$ cat src/rtl/trig_pkg.sv
package trig_pkg;
  localparam int unsigned DEF_PAIRS        = 5;
  localparam int unsigned DEF_NOCHAIN_PAIR = 1;

  typedef enum logic {
    TIME_NOW  = 1'b0,
    TIME_NEXT = 1'b1
  } trig_time_e;
endpackage

$ cat src/rtl/trig_cfg_bank.sv
module trig_cfg_bank #(
  parameter int unsigned NUM_PAIRS    = trig_pkg::DEF_PAIRS,
  parameter int unsigned NOCHAIN_PAIR = trig_pkg::DEF_NOCHAIN_PAIR,
  localparam int unsigned NUM_TRIG    = 2 * NUM_PAIRS,
  localparam int unsigned IDX_W       = $clog2(NUM_TRIG)
) (
  input  logic                clk,
  input  logic                rst,
  input  logic                wr_valid,
  input  logic [IDX_W-1:0]    wr_idx,
  input  logic                wr_enable,
  input  logic                wr_timing,
  input  logic                wr_chain,
  output logic [NUM_TRIG-1:0] en_q,
  output logic [NUM_TRIG-1:0] time_q,
  output logic [NUM_PAIRS-1:0] chain_q
);
  logic [NUM_TRIG-1:0] sel;

  for (genvar k = 0; k < NUM_TRIG; k++) begin : g_trig
    localparam logic [IDX_W-1:0] MY_IDX = IDX_W'(k);
    assign sel[k] = wr_valid && (wr_idx == MY_IDX);

    always_ff @(posedge clk) begin
      if (rst) begin
        en_q[k]   <= 1'b0;
        time_q[k] <= trig_pkg::TIME_NOW;
      end else if (sel[k]) begin
        en_q[k]   <= wr_enable;
        time_q[k] <= wr_timing;
      end
    end
  end

  for (genvar i = 0; i < NUM_PAIRS; i++) begin : g_pair
    if (i == NOCHAIN_PAIR) begin : g_fixed
      assign chain_q[i] = 1'b0;
    end else begin : g_reg
      always_ff @(posedge clk) begin
        if (rst) begin
          chain_q[i] <= 1'b0;
        end else if (sel[2*i]) begin
          chain_q[i] <= wr_chain;
        end
      end
    end
  end
endmodule

$ cat src/rtl/trig_pair_resolve.sv
module trig_pair_resolve (
  input  logic [1:0] hit,
  input  logic [1:0] en,
  input  logic [1:0] timing,
  input  logic       chained,
  output logic [1:0] fire
);
  logic [1:0] live;
  logic       both;

  always_comb begin
    live = hit & en;
    both = (&live) && (timing[0] == timing[1]);
    if (chained) begin
      fire = {both, both};
    end else begin
      fire = live;
    end
  end
endmodule

$ cat src/rtl/trig_fire_summary.sv
module trig_fire_summary #(
  parameter int unsigned NUM_TRIG = 2 * trig_pkg::DEF_PAIRS
) (
  input  logic                clk,
  input  logic                rst,
  input  logic [NUM_TRIG-1:0] fire_d,
  input  logic [NUM_TRIG-1:0] time_d,
  output logic [NUM_TRIG-1:0] fire_q,
  output logic                any_q,
  output logic                now_q,
  output logic                next_q
);
  logic any_d;
  logic now_d;
  logic next_d;

  always_comb begin
    any_d  = |fire_d;
    now_d  = |(fire_d & ~time_d);
    next_d = any_d && !now_d;
  end

  always_ff @(posedge clk) begin
    if (rst) begin
      fire_q <= '0;
      any_q  <= 1'b0;
      now_q  <= 1'b0;
      next_q <= 1'b0;
    end else begin
      fire_q <= fire_d;
      any_q  <= any_d;
      now_q  <= now_d;
      next_q <= next_d;
    end
  end
endmodule

$ cat src/rtl/trig_chain_resolver.sv
module trig_chain_resolver #(
  parameter int unsigned NUM_PAIRS    = trig_pkg::DEF_PAIRS,
  parameter int unsigned NOCHAIN_PAIR = trig_pkg::DEF_NOCHAIN_PAIR,
  localparam int unsigned NUM_TRIG    = 2 * NUM_PAIRS,
  localparam int unsigned IDX_W       = $clog2(NUM_TRIG)
) (
  input  logic                clk,
  input  logic                rst,
  input  logic                cfg_valid_i,
  input  logic [IDX_W-1:0]    cfg_idx_i,
  input  logic                cfg_enable_i,
  input  logic                cfg_timing_i,
  input  logic                cfg_chain_i,
  input  logic [NUM_TRIG-1:0] hit_i,
  output logic [NUM_TRIG-1:0] fire_o,
  output logic                any_fire_o,
  output logic                trap_now_o,
  output logic                trap_next_o
);
  logic [NUM_TRIG-1:0]  en_q;
  logic [NUM_TRIG-1:0]  time_q;
  logic [NUM_PAIRS-1:0] chain_q;
  logic [NUM_TRIG-1:0]  fire_d;

  trig_cfg_bank #(
    .NUM_PAIRS   (NUM_PAIRS),
    .NOCHAIN_PAIR(NOCHAIN_PAIR)
  ) u_cfg (
    .clk      (clk),
    .rst      (rst),
    .wr_valid (cfg_valid_i),
    .wr_idx   (cfg_idx_i),
    .wr_enable(cfg_enable_i),
    .wr_timing(cfg_timing_i),
    .wr_chain (cfg_chain_i),
    .en_q     (en_q),
    .time_q   (time_q),
    .chain_q  (chain_q)
  );

  for (genvar i = 0; i < NUM_PAIRS; i++) begin : g_pair
    trig_pair_resolve u_pair (
      .hit    (hit_i[2*i+1:2*i]),
      .en     (en_q[2*i+1:2*i]),
      .timing (time_q[2*i+1:2*i]),
      .chained(chain_q[i]),
      .fire   (fire_d[2*i+1:2*i])
    );
  end

  trig_fire_summary #(
    .NUM_TRIG(NUM_TRIG)
  ) u_sum (
    .clk   (clk),
    .rst   (rst),
    .fire_d(fire_d),
    .time_d(time_q),
    .fire_q(fire_o),
    .any_q (any_fire_o),
    .now_q (trap_now_o),
    .next_q(trap_next_o)
  );
endmodule

$ cat config.mk
export PLATFORM = sky130hd
export DESIGN_NAME = trig_chain_resolver
export DESIGN_NICKNAME = d
export VERILOG_FILES = /design/src/rtl/trig_pkg.sv /design/src/rtl/trig_cfg_bank.sv /design/src/rtl/trig_pair_resolve.sv /design/src/rtl/trig_fire_summary.sv /design/src/rtl/trig_chain_resolver.sv
export SDC_FILE = /design/constraint.sdc
export NUM_CORES = 1
export LEC_CHECK = 0
export BUFFER_PORTS_ARGS = -buffer_cell sky130_fd_sc_hd__buf_2
export CAP_MARGIN = 20
export CORE_ASPECT_RATIO = 1.25
export CORE_UTILIZATION = 25
export DETAILED_ROUTE_END_ITERATION = 10
export SLEW_MARGIN = 30
export SYNTH_ARGS = -nofsm -noshare
export SYNTH_HDL_FRONTEND = slang
export SYNTH_SLANG_ARGS = --single-unit
$ cat constraint.sdc
create_clock -name clk -period 1.51 [get_ports clk]
set_input_delay 0.302 -clock clk [delete_from_list [all_inputs] [get_ports clk]]
set_output_delay 0.302 -clock clk [all_outputs]
set_load 0.01 [all_outputs]
# Yosys cells after proc, flatten, opt, wreduce, memory -nomap -nowiden
# Index checks and enable logic that the tools add are counted.
# W data, S select, Z words.
dict set report totals {
  reg_bits 37
  input_bits 20
  output_inout_bits 13
  word_cells 75
}
dict set report op_classes {
  n_eq_ne 13
  mux 4
  bitwise_logic 7
  reduce_logical 23
}
# cell count
set ops {}
lappend ops {{$reduce_or A10 Y1} 2}
lappend ops {{$eq A4 B3 Y1 const B} 4}
lappend ops {{$logic_and A1 B1 Y1} 15}
lappend ops {{$and A10 B10 Y10} 1}
lappend ops {{$and A2 B2 Y2} 5}
lappend ops {{$not A10 Y10} 1}
lappend ops {{$eq A4 B2 Y1 const B} 2}
lappend ops {{$eq A4 B4 Y1 const B} 2}
lappend ops {{$mux W2} 4}
lappend ops {{$reduce_and A2 Y1} 4}
lappend ops {{$eq A1 B1 Y1} 4}
lappend ops {{$eq A4 B1 Y1 const B} 1}
lappend ops {{$logic_not A4 Y1} 1}
lappend ops {{$logic_not A1 Y1} 1}

# Logic depth before layout (Yosys ltp)
# Gate-level depths: netlist (run 1).
dict set report logic_depth {
  word_depth 8
  mapped_depth 5
}

# Modules after synthesis
# A second synthesis (run 1) with hierarchy kept.
dict set report hier_totals {
  hier_cells 171
  area_unflattened_um2 1687.9
}
# mod n_inst cells_each area_each_um2 seq_area_each_um2
set modules_own_cells {}
lappend modules_own_cells {trig_cfg_bank 1 98 1016.0 480.5}
lappend modules_own_cells {trig_fire_summary 1 43 496.7 260.2}
lappend modules_own_cells {trig_pair_resolve 5 6 35.0 0.0}

# Worst setup path before layout (run 1)
# OpenSTA, ideal clock, no wires.
dict set report synth_path {
  path_kind {register to register}
  start {reg u_cfg.time_q[7]}
  end {reg u_sum.next_q}
  setup_ps 116
  arrival_ps 1126
  t_required_ps 1394
  slack_ps 268
  path_stages_with_launch 6
  path_buffers 0
  period_less_slack_ps 1242
  cell_sequence {dfxtp_1 > xor2_1 > o22ai_1 > nor3_1 > a41oi_2 > and4_1}
}
dict set report synth_via {
  elab_chain_cells 7
}
# element line_no
set synth_lines {}
lappend synth_lines {{from (decl)} trig_cfg_bank.sv:15} ;# output logic [NUM_TRIG-1:0] time_q,
lappend synth_lines {{from (signal, indexed assignment)} trig_cfg_bank.sv:27} ;# time_q[k] <= trig_pkg::TIME_NOW;
lappend synth_lines {{from (signal, indexed assignment)} trig_cfg_bank.sv:30} ;# time_q[k] <= wr_timing;
lappend synth_lines {{$eq A1 B1 Y1} trig_pair_resolve.sv:13} ;# both = (&live) && (timing[0] == timing[1]);
lappend synth_lines {{$logic_and A1 B1 Y1} trig_pair_resolve.sv:13}
lappend synth_lines {{$mux W2} trig_pair_resolve.sv:14} ;# if (chained) begin
lappend synth_lines {{$and A10 B10 Y10} trig_fire_summary.sv:19} ;# now_d = |(fire_d & ~time_d);
lappend synth_lines {{$reduce_or A10 Y1} trig_fire_summary.sv:19}
lappend synth_lines {{$logic_not A1 Y1} trig_fire_summary.sv:20} ;# next_d = any_d && !now_d;
lappend synth_lines {{$logic_and A1 B1 Y1 *} trig_fire_summary.sv:20}
lappend synth_lines {{to (signal assigned)} trig_fire_summary.sv:33} ;# next_q <= next_d;
lappend synth_lines {{to (decl)} trig_fire_summary.sv:11} ;# output logic next_q
# Mark *: on every way between the ends. The rest lies on a longest branch, timed or not.
# A chain may end at the register's enable or synchronous reset.

# Worst setup path in the final report (run 1)
dict set report layout_path {
  start {reg u_cfg.time_q[6]}
  end {reg u_sum.next_q}
}
# The elaborated chain is that of the path after synthesis.

==> impl_metrics.json, run 1 <==
{
  "status": "completed",
  "pwr_density_cell_nw_per_um2": 920,
  "ys_warn_count": 0,
  "slew_headroom_pct": 77.8,
  "synth_top_family_by_area": "simple AND/OR/NAND/NOR gates",
  "netlist_instances": 173,
  "initial_core_util_pct": 26.4,
  "min_period_over_period_pct": 90.8,
  "critPathLaunchType": "flop",
  "hpwl_um": 2720,
  "setup_viol": 0,
  "grt_pass1_vias": 1337,
  "slew_viol_final": 0,
  "clockPowerShare_pct": 37.1,
  "dieWidth_um": 72.5,
  "fp.coreArea_um2": 5900,
  "diodes": 0,
  "comb_power_share_pct": 7.3,
  "clockBufferDepth": 2,
  "numCtsBuffers": 5,
  "layout_common_cells": "37 x dfxtp_1, 32 x nor2_1, 32 x buf_2",
  "synth_ff_type": "dfxtp_1",
  "grt_pass1_wl_um": 6180,
  "io_pins": 33,
  "track_usage_pct": 12.1,
  "grt.busiest_layer": "met2",
  "synth_cell_types": 33,
  "tightest_slew_ps": 332,
  "gr-usage-met1_pct": 14.2,
  "cts_tree": "yes",
  "ys_seq_area_share_pct": 47.7,
  "ant_nets": 0,
  "synth_xor_area_share_pct": 2.25,
  "p_sw_uw": 426,
  "post-cts-setup-buffers": 0,
  "clkTransAtPathRegs_ps": 70,
  "synth_area_um2": 1550,
  "finalWeightedCongestion": 0.701,
  "drive_gt1_share_pct": 24.6,
  "hold_viol": 0,
  "tns_ps": 0,
  "synth_area_leaders": "dfxtp_1 48%, mux2i_1 11%, nor2_1 7.7%",
  "use_met2_pct": 20.2,
  "synth_fa_ha_area_share_pct": 0,
  "clock_latency_ps": 290,
  "fmax_ghz": 0.729,
  "min_period_ps": 1370,
  "cp_max_fo": 4,
  "post-route-util_pct": 33.0,
  "ctsResizeCount": 0,
  "cts-hold-fix-buffers": 0,
  "cts_max_level": 2,
  "vias": 1327,
  "cts.sinks": 37,
  "syn_to_final_growth_pct": 25.0,
  "leakage_uw": 0.000830,
  "via_per_inst": 4.53,
  "dieHeight_um": 90.1,
  "cts_root_buffer": "clkbuf_8",
  "wl_per_cell_um": 12.3,
  "grt-ovfl-total": 0,
  "final_nets": 230,
  "totalWireLength_um": 3610,
  "drt_iter0_drc": 45,
  "ir_worst_vdd_mv": 0.313,
  "synth_area_per_cell_um2": 8.98,
  "p_seq_share_pct": 55.7,
  "synth-edff-count": 0,
  "final_common_cell": "dfxtp_1",
  "arrival_ps": 1540,
  "crit_required_ps": 1680,
  "async_reset_ff_share_pct": 0,
  "synth_compound_area_share_pct": 12.1,
  "fin_skew_ps": 10.3,
  "hold_path_class": "input port to flop",
  "grt_max_degree": 24,
  "antenna_found_initial": 0,
  "drc": 0,
  "placementRows": 31,
  "port_buffers": 32,
  "rsz0062_at_grt": "false",
  "met3_usage_pct": 3.81,
  "p_sw_share_pct": 23.8,
  "p_int_uw": 1360,
  "yosysTopAreaCellShare_pct": 47.7,
  "yosys_register_bits": 37,
  "synth.mux.area_fraction_pct": 11.0,
  "worstSetupPathType": "flop to flop",
  "dieArea_um2": 6540,
  "drt_first_pass_iters": 6,
  "synth_nets": 193,
  "yosys.area_share.simple_pct": 25.0,
  "maxCapViolations": 0,
  "cp-end-kind": "flop",
  "yosys.area.top_type": "dfxtp_1"
}
-- cell families (layout without fill, tap and decap cells) --
family,Yosys count,after routing
flip-flops,37,37
AO/OA/AOI/OAI,29,29
XOR/XNOR,4,4
AND/OR/NAND/NOR,78,78
multiplexers,17,17
buffers and inverters,8,46
-- state kept, by name, summed over array words and instances (netlist names) --
signal / count
u_sum.next_q: 1
u_cfg.en_q: 10
u_cfg.chain_q: 4
u_sum.now_q: 1
u_cfg.time_q: 10
u_sum.fire_q: 10
u_sum.any_q: 1
-- final timing paths --
kind,depth (start not counted),slack [ps],endpoint,from
min,3,320,u_sum.fire_q[1],hit_i[0]
min reg2reg,2,480,u_cfg.en_q[0],u_cfg.en_q[0]
max reg2reg,5,140,u_sum.next_q,u_cfg.time_q[6]
max,5,140,u_sum.next_q,u_cfg.time_q[6]
-- power by group through the flow --
stage                     Combinational, uW  Clock (uW)  Sequential, uW
final                                   130         663             995
after global routing                    143         729             996
after CTS                               130         684             995
after detailed placement                130           0            1020
after global placement                  128           0            1020
after floorplan                        63.7           0            1020
-- through the flow --
stage | total power [uW] | cell area (um^2) | std cells | hold WS [ps] | worst slack, ps
after floorplan | 1080 | 1550 | 173 | 446 | 268
after global routing | 1870 | 1940 | 293 | 311 | 11.4
after global placement | 1150 | 1840 | 285 | 466 | 127
after detailed placement | 1150 | 1840 | 285 | 475 | 111
after CTS | 1810 | 1930 | 293 | 315 | 98.0
final | 1790 | 1940 | 293 | 320 | 139
-- area by class of cell --
class | count | area [um^2]
timing repair buffer | 38 | 218
clock buffer | 6 | 72.6
fill | 667 | 3950
clock inverter | 2 | 10.0
tap | 82 | 103
multi-input combinational | 128 | 800
sequential | 37 | 741
-- synthesized netlist by cell type (2+ instances only) --
library cell  count
dfxtp_1          37
nor2_1           32
nand2_1          18
mux2i_1          17
o21ai_0           8
a21oi_1           7
clkbuf_1          6
nor3_1            6
nand3_1           5
nand3b_1          4
a211oi_1          3
or3_1             3
a31oi_1           2
nor2b_1           2
o22a_1            2
o22ai_1           2
xnor2_1           2
xor2_1            2
-- metal layers --
metal	up-vias	wire [um]
met5	-	0
met4	0	98
met3	9	208
met2	38	1670
met1	604	1640
li1	676	-
-- critical path, stage by stage, from the launching register on --
cell and delay [ps]:
dfxtp_1 380, xor2_1 210, o22ai_1 150, nor3_2 190
a41oi_2 120, and4_1 210
(Power assumes the default switching activity.)
==> run 2: changes to the inputs <==
Settings changed: SYNTH_HIERARCHICAL from default to 1.
==> impl_metrics.json, run 2 <==
{
  "synth_area_um2": 1690,
  "synth_area_per_cell_um2": 9.87,
  "setup_viol": 0,
  "synth_ff_type": "dfxtp_1",
  "dieHeight_um": 93.9,
  "min_period_ps": 1480,
  "finalWeightedCongestion": 0.749,
  "synth_cell_types": 27,
  "cp-end-kind": "flop",
  "synth.most_common_cell": "dfxtp_1",
  "grt_max_degree": 31,
  "ir_worst_vdd_mv": 0.281,
  "fillers": 690,
  "reg2reg_setup_slack_ps": 30,
  "final_nets": 241,
  "final_cell_count_no_fill": 308,
  "cts-hold-fix-buffers": 0,
  "yosys_register_bits": 37,
  "stdcell_area_um2": 2270,
  "fmax_ghz": 0.676,
  "grt_pass1_wl_um": 5960,
  "post-route-util_pct": 34.8,
  "min_period_over_period_pct": 98.0,
  "final_common_cell": "buf_2",
  "ant_nets": 0,
  "synth_nets": 191,
  "postPlaceCellArea_um2": 2050,
  "via_per_inst": 4.28,
  "fin_skew_ps": 5.87,
  "reg_top3": "u_cfg/en_q x10, u_cfg/time_q x10, u_sum/fire_q x10",
  "dieArea_um2": 7090,
  "status": "completed",
  "multi_input_area_um2": 995,
  "clkTransAtPathRegs_ps": 70,
  "fp.coreArea_um2": 6520,
  "track_usage_pct": 11.4,
  "synth_commonest_cells": "37 x dfxtp_1, 27 x nand2b_1, 24 x mux2i_1",
  "hold_path_class": "input port to flop",
  "async_reset_ff_share_pct": 0,
  "ys_seq_area_share_pct": 43.9,
  "cp_max_fo": 3,
  "syn_to_final_growth_pct": 34.4,
  "totalWireLength_um": 3840,
  "drt_first_pass_iters": 6,
  "grt-ovfl-total": 0,
  "layout_common_cells": "32 x buf_2, 29 x dfxtp_1, 27 x nand2b_1",
  "critPathLaunchType": "flop",
  "arrival_ps": 1660,
  "port_buffers": 32,
  "vias": 1318,
  "drive_gt1_share_pct": 36.7,
  "diodes": 0,
  "leakage_uw": 0.00105,
  "hold_path_depth": 2,
  "hold-worst-slack_ps": 324,
  "register_area_um2": 756,
  "rsz0062_at_grt": "true",
  "slew_viol_final": 0,
  "clock_latency_ps": 290,
  "wl_per_cell_um": 12.5,
  "crit_required_ps": 1690,
  "cts.sinks": 37,
  "synth-edff-count": 0,
  "drt_iter0_drc": 39,
  "ys_warn_count": 6,
  "p_total_uw": 1810,
  "clockBufferDepth": 2,
  "netlist_instances": 171,
  "maxCapViolations": 0,
  "dpl.cell_count": 298,
  "numCtsBuffers": 5,
  "placementRows": 33,
  "cts_root_buffer": "clkbuf_8",
  "synth_area_leaders": "dfxtp_1 44%, mux2i_1 14%, nand2b_1 10%",
  "worstSetupPathType": "flop to flop",
  "yosysTopAreaCellShare_pct": 43.9,
  "grt_pass1_vias": 1256,
  "initial_core_util_pct": 25.9,
  "pwr_density_cell_nw_per_um2": 800,
  "dieWidth_um": 75.5,
  "yosys.area.top_type": "dfxtp_1",
  "drc": 0,
  "hold_viol": 0,
  "reg2reg_depth": 5,
  "io_pins": 33,
  "hpwl_um": 2870,
  "cts_max_level": 2,
  "cts_tree": "yes",
  "antenna_found_initial": 0
}
-- run 2: path summary, 6_finish.rpt --
kind                        start         endpoint
setup reg to reg  u_cfg/time_q[0]     u_sum/next_q
hold reg to reg     u_cfg/en_q[6]    u_cfg/en_q[6]
hold / removal                rst  u_sum/fire_q[6]
setup / recovery  u_cfg/time_q[0]     u_sum/next_q
-- run 2: cell families (layout without fill, tap and decap cells) --
group                     count (synthesis)  after routing  synth area share (%)
muxes                                    24             24                  14.2
AOI/OAI and AO/OA                        15             15                  8.15
buffers and inverters                    11             61                  3.04
and+or+nand+nor                          78             78                  27.9
xor gates and xnor gates                  5              5                  2.59
DFF                                      37             37                  43.9
other                                     1              1                 0.222
-- run 2: through the flow --
step,worst slack (ps),setup TNS (ps)
2_1_floorplan,130,0
3_3_place_gp,-0.471,-0.471
3_5_place_dp,19.6,0
4_1_cts,2.09,0
5_1_grt,-23.6,-23.6
6_report,29.8,0
-- run 2: final cells by class --
type	count	area share (%)
Tap cell	87	4.80
Timing Repair Buffer	50	13.6
Inverter	4	0.662
Sequential cell	37	33.3
Clock buffer	7	3.81
Multi-Input combinational cell	123	43.8
-- run 2: repair_timing --
item / in CTS / in global routing
resized for setup: 2 / 22
pin swaps: 3 / 11
endpoints found under the setup margin: 1 / 3
buffers inserted: 0 / 3
-- run 2: power breakdown --
part	total, uW	switching [uW]	leakage (uW)	internal, uW
sequential	994	8.94	0.000303	985
clock	682	320	0.0000443	362
combinational	138	70.6	0.000698	67.9
-- run 2: metal layers --
metal	vias up	part of all wire (%)	track usage, %
li1	675	-	-
met1	601	45	14.5
met2	34	49	18.0
met3	8	4.3	3.00
met4	0	2.3	4.78
met5	-	0	0
-- run 2: worst max-delay path: stages, from the launching register on --
cell and delay (ps):
dfxtp_4 370, xor2_4 230, o22ai_4 120, nor4_4 290, a31oi_1 150, and4_1 210
==> run 3: changes to the inputs <==
Settings changed: CORE_MARGIN from default to 2.
==> impl_metrics.json, run 3 (same netlist as run 2, synthesis figures left out) <==
{
  "dieWidth_um": 77.5,
  "slew_headroom_pct": 65.6,
  "hold_path_depth": 3,
  "antenna_found_initial": 0,
  "r2r_end": "u_sum/now_q",
  "drt_iter0_drc": 59,
  "dpl.cell_count": 292,
  "hold-worst-slack_ps": 386,
  "slew_viol_final": 0,
  "grt_pass1_wl_um": 6220,
  "hpwl_um": 2890,
  "clkTransAtPathRegs_ps": 70,
  "p_int_uw": 1350,
  "cts_root_buffer": "clkbuf_8",
  "cts_tree": "yes",
  "clockPowerShare_pct": 35.7,
  "final_cell_count_no_fill": 298,
  "cts.sinks": 37,
  "drive_gt1_share_pct": 33.2,
  "fp.coreArea_um2": 6570,
  "reg2reg_depth": 5,
  "wl_per_cell_um": 12.9,
  "p_seq_share_pct": 56.7,
  "grt-ovfl-total": 0,
  "io_pins": 33,
  "p_sw_share_pct": 22.9,
  "comb_power_share_pct": 7.6,
  "numCtsBuffers": 5,
  "initial_core_util_pct": 25.7,
  "drt_first_pass_iters": 4,
  "hold_viol": 0,
  "hold_path_class": "input port to flop",
  "clock_latency_ps": 290,
  "crit_chain": "xor2_2 > o22ai_2 > nor2b_4 > a2111oi_4 > a31oi_1",
  "crit_start": "u_cfg/time_q[1]",
  "p_total_uw": 1760,
  "tightest_slew_ps": 516,
  "placementRows": 33,
  "reg2reg_setup_slack_ps": 50,
  "grt_max_degree": 38,
  "totalWireLength_um": 3850,
  "critPathLaunchType": "flop",
  "cpPeakStageDelay_ps": 370,
  "cp_max_fo": 3,
  "arrival_ps": 1610,
  "ir_worst_vdd_mv": 0.270,
  "maxCapViolations": 0,
  "min_period_ps": 1460,
  "rsz0062_at_grt": "true",
  "final_nets": 232,
  "grt.busiest_layer": "met2",
  "dieArea_um2": 7430,
  "cts-hold-fix-buffers": 0,
  "use_met2_pct": 20.1,
  "drc": 0,
  "leakage_uw": 0.000995,
  "worstSetupPathType": "flop to flop",
  "diodes": 0,
  "fin_skew_ps": 4.90,
  "setup_viol": 0,
  "fmax_ghz": 0.685,
  "met3_usage_pct": 2.44,
  "p_sw_uw": 402,
  "pwr_density_cell_nw_per_um2": 814,
  "grt_pass1_vias": 1322,
  "critical_path.slowest_cell": "dfxtp_1",
  "finalWeightedCongestion": 0.776,
  "vias": 1262,
  "tns_ps": 0,
  "fillers": 664,
  "status": "completed",
  "track_usage_pct": 11.0,
  "holdPathEnd": "u_cfg/time_q[3]",
  "layout_common_cells": "32 x buf_2, 30 x dfxtp_1, 27 x nand2b_1",
  "ant_nets": 0,
  "crit-reg2reg-launch": "u_cfg/time_q[1]",
  "min_period_over_period_pct": 96.6,
  "reg_top3": "u_cfg/en_q x10, u_cfg/time_q x10, u_sum/fire_q x10",
  "min_from": "cfg_idx_i[0]",
  "crit_required_ps": 1660,
  "cp-end-kind": "flop",
  "final_common_cell": "buf_2",
  "cts_max_level": 2,
  "dieHeight_um": 95.9,
  "gr-usage-met1_pct": 12.3,
  "clockBufferDepth": 2,
  "syn_to_final_growth_pct": 27.8,
  "via_per_inst": 4.23,
  "port_buffers": 32
}
## run 3: cell types whose count changed in the layout (fill, tap and decap cells not counted), sizes merged
cell,before,now
buf,50,41
clkbuf,7,5
clkinv,0,1
## run 3: power groups by stage
| stage | clock network, uW | registers (uW) | logic, uW |
|---|---|---|---|
| final | 627 | 996 | 133 |
| after CTS | 643 | 995 | 132 |
| after global placement | 0 | 1020 | 129 |
| after detailed placement | 0 | 1020 | 131 |
| after floorplan | 0 | 1020 | 68.5 |
| after global routing | 683 | 997 | 146 |
## run 3: per-layer routing
metal / vias to the layer above / wire (um) / share of wire, %
met2: 28 / 1960 / 51
met5: - / 0 / 0
met3: 5 / 146 / 3.8
met1: 572 / 1670 / 43
li1: 657 / - / -
met4: 0 / 75 / 1.9
## run 3: layout make-up
cell class              instances  area, um^2  area share [%]
flip-flops and latches         37         749            34.7
well taps                      87         109            5.05
multi-input cells             123         966            44.8
clock buffers                   5        68.8            3.19
inverters                       4        15.0           0.696
clock inverters                 1        5.00           0.232
repair buffers                 41         244            11.3
## run 3: metrics by stage
step                worst slack (ps)  cell area, um^2  utilization, %
floorplan                        130             1690               -
CTS                             6.35             2080            31.7
global route                   -10.8             2160            32.9
global placement                30.3             2000            30.5
detailed placement             -1.09             2000            30.5
finish                          50.9             2160            32.9
## run 3: worst max-delay path by stage
| stage | to | slack, ps |
|---|---|---|
| 6_report | u_sum/now_q | 50 |
| 5_1_grt | u_sum/now_q | -10 |
| 4_1_cts | u_sum/next_q | 6 |
| 3_5_place_dp | u_sum/now_q | -1 |
| 3_3_place_gp | u_sum/now_q | 30 |
| 2_1_floorplan | u_sum/next_q | 130 |
## run 3: worst max-delay path: cells and delay by family, from the launching register on
family,cells,cell delay (ps)
xor+xnor,1,200
compound gates,3,610
flops,1,370
simple gates,1,150
## run 3: what timing repair did
action,in CTS,in global routing
setup buffers,0,0
setup endpoints to repair,2,2
gates resized for setup,2,16
pin swaps,0,5
